[src/rtl/mbist_pkg.sv]
package mbist_pkg;

  // Phase codes; the values are visible on fail_phase.
  typedef enum logic [1:0] {
    PH_IDLE = 2'd0,
    PH_DATA = 2'd1,
    PH_ADDR = 2'd2,
    PH_CELL = 2'd3
  } phase_e;

  typedef enum logic [1:0] {
    ST_IDLE  = 2'd0,
    ST_ISSUE = 2'd1,
    ST_WAIT  = 2'd2,
    ST_END   = 2'd3
  } xfer_st_e;

endpackage

[src/rtl/mbist_stepper.sv]
// Generates the ordered list of memory operations for the three phases.
// The current operation is presented combinationally; adv moves to the next.
module mbist_stepper
  import mbist_pkg::*;
#(
  parameter int          AW       = 10,
  parameter int          DW       = 16,
  parameter logic [DW-1:0] CELL_PAT = {(DW/2){2'b10}}
) (
  input  logic          clk,
  input  logic          rst_n,
  input  logic          load,
  input  logic          adv,
  output phase_e        phase,
  output logic          op_we,
  output logic [AW-1:0] op_addr,
  output logic [DW-1:0] op_data,
  output logic          op_last
);

  localparam int DEPTH = 1 << AW;
  localparam int DBITS = $clog2(2 * DW);
  localparam int CW    = ((AW + 1) > (DBITS + 1)) ? (AW + 1) : (DBITS + 1);

  phase_e        ph_q, ph_d;
  logic [CW-1:0] a_q, a_d;   // outer index: bit step / probed line / pass
  logic [CW-1:0] b_q, b_d;   // inner index: marked offset / cell address
  logic [1:0]    sub_q, sub_d;

  // Alternating marker: odd bits set.
  logic [DW-1:0] marker;
  for (genvar i = 0; i < DW; i++) begin : g_mark
    assign marker[i] = ((i % 2) == 1);
  end

  // Marked offset j: 0 for j = 0, else 2^(j-1).
  function automatic logic [AW-1:0] loc_of(input logic [CW-1:0] j);
    if (j == '0) return '0;
    return AW'(1) << (j - CW'(1));
  endfunction

  logic [CW-1:0] bitpos;
  logic [DW-1:0] walk;
  logic          walk_ones;

  assign walk_ones = (a_q < CW'(DW));
  assign bitpos    = walk_ones ? a_q : (a_q - CW'(DW));
  assign walk      = DW'(1) << bitpos;

  // Current operation
  always_comb begin
    op_we   = 1'b0;
    op_addr = '0;
    op_data = '0;
    case (ph_q)
      PH_DATA: begin
        op_we   = (sub_q == 2'd0);
        op_data = walk_ones ? walk : ~walk;
      end
      PH_ADDR: begin
        case (sub_q)
          2'd0: begin
            op_we   = 1'b1;
            op_addr = loc_of(b_q);
            op_data = marker;
          end
          2'd1: begin
            op_we   = 1'b1;
            op_addr = loc_of(a_q);
            op_data = ~marker;
          end
          2'd2: begin
            op_we   = 1'b0;
            op_addr = loc_of(b_q);
            op_data = (b_q == a_q) ? ~marker : marker;
          end
          default: begin
            op_we   = 1'b1;
            op_addr = loc_of(a_q);
            op_data = marker;
          end
        endcase
      end
      PH_CELL: begin
        op_we   = (sub_q == 2'd0);
        op_addr = b_q[AW-1:0];
        op_data = a_q[0] ? ~CELL_PAT : CELL_PAT;
      end
      default: ;
    endcase
  end

  assign op_last = (ph_q == PH_CELL) && (a_q == CW'(1)) && (sub_q == 2'd1) &&
                   (b_q == CW'(DEPTH - 1));

  // Advance
  always_comb begin
    ph_d  = ph_q;
    a_d   = a_q;
    b_d   = b_q;
    sub_d = sub_q;
    if (load) begin
      ph_d  = PH_DATA;
      a_d   = '0;
      b_d   = '0;
      sub_d = 2'd0;
    end else if (adv) begin
      case (ph_q)
        PH_DATA: begin
          if (sub_q == 2'd0) begin
            sub_d = 2'd1;
          end else if (a_q == CW'(2 * DW - 1)) begin
            ph_d  = PH_ADDR;
            a_d   = '0;
            b_d   = '0;
            sub_d = 2'd0;
          end else begin
            a_d   = a_q + CW'(1);
            sub_d = 2'd0;
          end
        end
        PH_ADDR: begin
          case (sub_q)
            2'd0: begin
              if (b_q == CW'(AW)) begin
                sub_d = 2'd1;
                a_d   = CW'(1);
                b_d   = '0;
              end else begin
                b_d = b_q + CW'(1);
              end
            end
            2'd1: begin
              sub_d = 2'd2;
              b_d   = '0;
            end
            2'd2: begin
              if (b_q == CW'(AW)) sub_d = 2'd3;
              else                b_d   = b_q + CW'(1);
            end
            default: begin
              if (a_q == CW'(AW)) begin
                ph_d  = PH_CELL;
                a_d   = '0;
                b_d   = '0;
                sub_d = 2'd0;
              end else begin
                a_d   = a_q + CW'(1);
                sub_d = 2'd1;
              end
            end
          endcase
        end
        PH_CELL: begin
          if (b_q != CW'(DEPTH - 1)) begin
            b_d = b_q + CW'(1);
          end else if (sub_q == 2'd0) begin
            sub_d = 2'd1;
            b_d   = '0;
          end else if (a_q == '0) begin
            a_d   = CW'(1);
            sub_d = 2'd0;
            b_d   = '0;
          end
        end
        default: ;
      endcase
    end
  end

  always_ff @(posedge clk or negedge rst_n) begin
    if (!rst_n) begin
      ph_q  <= PH_IDLE;
      a_q   <= '0;
      b_q   <= '0;
      sub_q <= 2'd0;
    end else begin
      ph_q  <= ph_d;
      a_q   <= a_d;
      b_q   <= b_d;
      sub_q <= sub_d;
    end
  end

  assign phase = ph_q;

endmodule

[src/rtl/mbist_xfer.sv]
// Drives the valid/ready request channel and compares read data one cycle
// after each accepted read.
module mbist_xfer
  import mbist_pkg::*;
#(
  parameter int AW = 10,
  parameter int DW = 16
) (
  input  logic          clk,
  input  logic          rst_n,
  input  logic          start,
  input  logic          op_we,
  input  logic [AW-1:0] op_addr,
  input  logic [DW-1:0] op_data,
  input  logic          op_last,
  output logic          req_valid,
  input  logic          req_ready,
  output logic          req_we,
  output logic [AW-1:0] req_addr,
  output logic [DW-1:0] req_wdata,
  input  logic [DW-1:0] rdata,
  output logic          load,
  output logic          adv,
  output logic          miss,
  output logic          finish,
  output logic          busy
);

  xfer_st_e st_q, st_d;
  logic     accept;
  logic     match;

  assign req_valid = (st_q == ST_ISSUE);
  assign req_we    = op_we;
  assign req_addr  = op_addr;
  assign req_wdata = op_data;
  assign accept    = req_valid && req_ready;
  assign match     = (rdata == op_data);

  assign load   = ((st_q == ST_IDLE) || (st_q == ST_END)) && start;
  assign adv    = (accept && op_we) || ((st_q == ST_WAIT) && match);
  assign miss   = (st_q == ST_WAIT) && !match;
  assign finish = adv && op_last;
  assign busy   = (st_q == ST_ISSUE) || (st_q == ST_WAIT);

  always_comb begin
    st_d = st_q;
    case (st_q)
      ST_IDLE, ST_END: if (start) st_d = ST_ISSUE;
      ST_ISSUE: begin
        if (accept && !op_we) st_d = ST_WAIT;
        else if (finish)      st_d = ST_END;
      end
      ST_WAIT: begin
        if (miss || finish) st_d = ST_END;
        else                st_d = ST_ISSUE;
      end
      default: st_d = ST_IDLE;
    endcase
  end

  always_ff @(posedge clk or negedge rst_n) begin
    if (!rst_n) st_q <= ST_IDLE;
    else        st_q <= st_d;
  end

endmodule

[src/rtl/mbist_result.sv]
// Holds the completion flags and the first-miscompare report.
module mbist_result
  import mbist_pkg::*;
#(
  parameter int AW = 10,
  parameter int DW = 16
) (
  input  logic          clk,
  input  logic          rst_n,
  input  logic          load,
  input  logic          miss,
  input  logic          finish,
  input  phase_e        phase,
  input  logic [AW-1:0] addr,
  input  logic [DW-1:0] exp_word,
  input  logic [DW-1:0] got_word,
  output logic          done,
  output logic          fail,
  output logic [1:0]    f_phase,
  output logic [AW-1:0] f_addr,
  output logic [DW-1:0] f_exp,
  output logic [DW-1:0] f_got
);

  always_ff @(posedge clk or negedge rst_n) begin
    if (!rst_n) begin
      done    <= 1'b0;
      fail    <= 1'b0;
      f_phase <= '0;
      f_addr  <= '0;
      f_exp   <= '0;
      f_got   <= '0;
    end else if (load) begin
      done    <= 1'b0;
      fail    <= 1'b0;
      f_phase <= '0;
      f_addr  <= '0;
      f_exp   <= '0;
      f_got   <= '0;
    end else if (miss) begin
      done    <= 1'b1;
      fail    <= 1'b1;
      f_phase <= phase;
      f_addr  <= addr;
      f_exp   <= exp_word;
      f_got   <= got_word;
    end else if (finish) begin
      done    <= 1'b1;
    end
  end

endmodule

[src/rtl/mem_bist_seq.sv]
module mem_bist_seq
  import mbist_pkg::*;
#(
  parameter int            AW       = 10,
  parameter int            DW       = 16,
  parameter logic [DW-1:0] CELL_PAT = {(DW/2){2'b10}}
) (
  input  logic          clk,
  input  logic          rst_n,
  input  logic          start,
  output logic          busy,
  output logic          done,
  output logic          fail,
  output logic [1:0]    fail_phase,
  output logic [AW-1:0] fail_addr,
  output logic [DW-1:0] fail_exp,
  output logic [DW-1:0] fail_got,
  output logic          mem_req_valid,
  input  logic          mem_req_ready,
  output logic          mem_req_we,
  output logic [AW-1:0] mem_req_addr,
  output logic [DW-1:0] mem_req_wdata,
  input  logic [DW-1:0] mem_rdata
);

  phase_e        phase;
  logic          op_we, op_last;
  logic [AW-1:0] op_addr;
  logic [DW-1:0] op_data;
  logic          load, adv, miss, finish;

  mbist_stepper #(.AW(AW), .DW(DW), .CELL_PAT(CELL_PAT)) u_stepper (
    .clk     (clk),
    .rst_n   (rst_n),
    .load    (load),
    .adv     (adv),
    .phase   (phase),
    .op_we   (op_we),
    .op_addr (op_addr),
    .op_data (op_data),
    .op_last (op_last)
  );

  mbist_xfer #(.AW(AW), .DW(DW)) u_xfer (
    .clk       (clk),
    .rst_n     (rst_n),
    .start     (start),
    .op_we     (op_we),
    .op_addr   (op_addr),
    .op_data   (op_data),
    .op_last   (op_last),
    .req_valid (mem_req_valid),
    .req_ready (mem_req_ready),
    .req_we    (mem_req_we),
    .req_addr  (mem_req_addr),
    .req_wdata (mem_req_wdata),
    .rdata     (mem_rdata),
    .load      (load),
    .adv       (adv),
    .miss      (miss),
    .finish    (finish),
    .busy      (busy)
  );

  mbist_result #(.AW(AW), .DW(DW)) u_result (
    .clk      (clk),
    .rst_n    (rst_n),
    .load     (load),
    .miss     (miss),
    .finish   (finish),
    .phase    (phase),
    .addr     (op_addr),
    .exp_word (op_data),
    .got_word (mem_rdata),
    .done     (done),
    .fail     (fail),
    .f_phase  (fail_phase),
    .f_addr   (fail_addr),
    .f_exp    (fail_exp),
    .f_got    (fail_got)
  );

endmodule

[config.mk]
export PLATFORM = sky130hd
export DESIGN_NAME = mem_bist_seq
export DESIGN_NICKNAME = d
export VERILOG_FILES = /design/src/rtl/mbist_pkg.sv /design/src/rtl/mbist_stepper.sv /design/src/rtl/mbist_xfer.sv /design/src/rtl/mbist_result.sv /design/src/rtl/mem_bist_seq.sv
export SDC_FILE = /design/constraint.sdc
export NUM_CORES = 1
export LEC_CHECK = 0
export BUFFER_PORTS_ARGS = -buffer_cell sky130_fd_sc_hd__buf_2
export CAP_MARGIN = 20
export CORE_MARGIN = 5
export CORE_UTILIZATION = 60
export DETAILED_ROUTE_END_ITERATION = 10
export GPL_TIMING_DRIVEN = 0
export PLACE_DENSITY = 0.84
export SYNTH_ARGS = -nofsm -noshare
export SYNTH_HDL_FRONTEND = slang
export SYNTH_HIERARCHICAL = 1
export SYNTH_SLANG_ARGS = --single-unit
[constraint.sdc]
create_clock -name clk -period 6.4 [get_ports clk]
set_input_delay 1.28 -clock clk [delete_from_list [all_inputs] [get_ports clk]]
set_output_delay 1.28 -clock clk [all_outputs]
set_load 0.005 [all_outputs]
==> results.cfg <==
[run_status]
status = finished, final reports clean

[sta]
slew_viol_final = 0
fin_skew_ns = 0.003563
hold_violations = 0
min_period_ns = 5.394
setup_tns_ns = 0
slew_headroom = 0.4402
fmax_ghz = 0.1854
rsz0062_at_grt = false
fin_crit_sh = 0.8428
setup_viol = 0
worstMarginPinSlew_ns = 0.8328

[synthesis]
yosysUniqueCellTypes = 71
syn_avg_cell_area_um2 = 8.553
postSynth.topFlopCell = dfrtp_1
synth-edff-count = 0
ys_top_cells_by_count = nor2_1 (86), dfrtp_1 (74), mux2i_1 (49)
netlist_top_cells_area = dfrtp_1 (33%), mux2i_1 (8.6%), nor2_1 (5.7%), ha_1 (5.3%), xnor2_1 (4.3%)
synthDominantCellAreaShare = 0.3256
ys_seq_area_frac = 0.3256
yosys_register_bits = 74
ys_warn_count = 6
syn_nets = 709
async_flop_share = 1.000
postSynthCellCount = 665
yosys.area.top_type = dfrtp_1
synth_most_common_cell = nor2_1
syn_area_mm2 = 0.005688

[drt]
routed_wl_mm = 16.65
vias = 5520
post_drt_wl_per_cell_um = 18.39
met3_length_mm = 1.412
wl_met2_mm = 7.885
drc = 0
topRoutingLayerUsed = met4
drt-vias-per-instance = 6.099
m1WireLength_mm = 6.897
drt-initial-drc-count = 513
antenna_left = 0
dr.pass1.iters = 6

[power_and_ir_drop]
clock_power_share = 0.135
total_power_mw = 2.981
p_leak_nw = 2.992
p_sw_mw = 1.439
p_per_area_mw_per_mm2 = 454.6
power_frac_seq = 0.235
p_sw_frac = 0.4828
intPower_mw = 1.542
peakVddDrop_mv = 0.2184
power_frac_comb = 0.630

[clocking]
cts_hold_buf = 0
cts_root_buf = clkbuf_8
htree_levels = 3
cts_sinks = 74
clk_pin_slew_ns = 0.09
postCtsSetupBuffers = 0
clockBufferDepth = 2
cts_resized = 0
cts_tree = yes
cts_buffers = 9
worstSkewPairLatency_ns = 0.36

[cells_and_area]
final_layout_size_suffix_gt1_frac = 0.2229
ff_latch_area_mm2 = 0.001852
syn2layout_area_growth_pct = 15.29
nNetsFinal = 815
num-fill-cells = 749
multi_input_area_mm2 = 0.003281
stdcell_area_mm2 = 0.006558
num_antenna_cells = 0

[setup_path]
cp.required_ns = 6.66
worstSetupStartpointType = flop
critPathKind = reg -> reg
rr_worst_depth = 18
crit_path_end_kind = flop
cp.arrival_ns = 5.66
path_max_fanout = 10

[global_route]
grt_max_degree = 48
overflow = 0
grt_pass1_wl_mm = 26.48
antenna_found_initial = 0
track_usage = 0.2875
grt_pass1_vias = 5242

[place]
port_buffers = 94
hpwlAfterDp_mm = 12.49
place_area_mm2 = 0.006350
gp_routability_congestion = 0.9711

[floorplan]
ioPinCount = 95
core_region_area_mm2 = 0.009240
die_y_um = 107.4
rows = 35
die_area_mm2 = 0.01153
die_w_um = 107.4
initial_core_util = 0.6156

[flow_run]
cap_violations = 0

[worst_hold_path]
hold_class = reg -> reg
whs_path_depth = 2
[stage by stage]
step | hold slack (ns) | instances | util | setup WS (ns)
floorplan | 0.4829 | 665 | - | 2.234
global placement | 0.4797 | 888 | 0.6840 | 1.294
detailed placement | 0.4906 | 889 | 0.6872 | 1.172
CTS | 0.5129 | 905 | 0.7097 | 1.093
global route | 0.5409 | 905 | 0.7097 | 0.6754
finish | 0.5094 | 905 | 0.7097 | 1.006
[cells in the final DEF, fill, tap and decap left out, types with 7 or more instances in the layout]
cell      instances
buf_2           103
nor2_1           86
dfrtp_1          74
mux2i_1          49
nand2_1          42
a21oi_1          40
buf_4            28
xnor2_1          28
clkbuf_1         27
o21ai_0          25
ha_1             24
nor3_1           22
inv_1            20
nand3_1          20
nand4_1          17
and3_1           15
o31ai_1          14
o21ai_1          14
nand2b_1         11
clkbuf_8          9
or3_1             7
[layer usage]
layer	vias up	global-route usage
met5	-	0
met4	0	0.09558
met3	44	0.04559
met2	310	0.4759
met1	2619	0.3848
li1	2547	-
[power by group through the flow]
stage	clock (mW)	sequential, mW	combinational [mW]
after floorplan	0	0.701	1.26
after global placement	0	0.698	1.78
after detailed placement	0	0.707	1.83
after CTS	0.407	0.700	1.84
after global routing	0.430	0.721	2.03
final	0.402	0.700	1.88
[state kept, by name (all words and copies together) (netlist names)]
name and flops:
u_result/done 1, u_stepper/sub_q 2, u_stepper/phase 2, u_result/f_exp 16, u_xfer/st_q 2, u_result/f_phase 2, u_result/f_addr 10, u_result/fail 1
u_result/f_got 16, u_stepper/a_q 11, u_stepper/b_q 11
[cells by family (layout without fill, tap and decap cells)]
logic type | after synthesis | after routing | synth area share
and+or+nand+nor | 252 | 252 | 0.2246
AOI/OAI and AO/OA | 140 | 140 | 0.1634
buffers and inverters | 94 | 205 | 0.09767
DFF | 74 | 74 | 0.3256
muxes | 50 | 50 | 0.08821
xor gates and xnor gates | 31 | 31 | 0.04774
adders and majority gates | 24 | 24 | 0.05279
[worst max-delay path, stage by stage (launching register included)]
cell	delay [ns]
dfrtp_1	0.54
clkbuf_1	0.36
inv_1	0.14
ha_1	0.29
or3_1	0.35
a21oi_1	0.52
clkbuf_1	0.40
nand4_1	0.16
nand3_1	0.12
a21oi_1	0.15
xnor2_1	0.26
nand4_1	0.18
nor4_4	0.45
a32o_2	0.27
o2111a_1	0.24
a21oi_1	0.13
nand2b_1	0.18
clkbuf_1	0.23
o31ai_1	0.31
[layout make-up]
type	count	share of cell area
multi-input cells	497	0.5003
flip-flops and latches	74	0.2824
repair buffers	95	0.07632
plain buffers	74	0.07327
well taps	129	0.02461
clock buffers	9	0.01889
clock inverters	7	0.01278
inverters	20	0.01145
[final timing paths]
| kind | from | endpoint | slack [ns] |
|---|---|---|---|
| worst max-delay path | u_stepper/a_q[4] | u_stepper/a_q[10] | 1.01 |
| worst min-delay path | u_result/fail | u_result/fail | 0.51 |
| worst max register to register | u_stepper/a_q[4] | u_stepper/a_q[10] | 1.01 |
| worst min register to register | u_result/fail | u_result/fail | 0.51 |
| max in group asynchronous | rst_n | u_result/f_got[11] | 5.00 |
| min in group asynchronous | rst_n | u_stepper/a_q[7] | 0.83 |
Power figures use the tool's default switching activity.
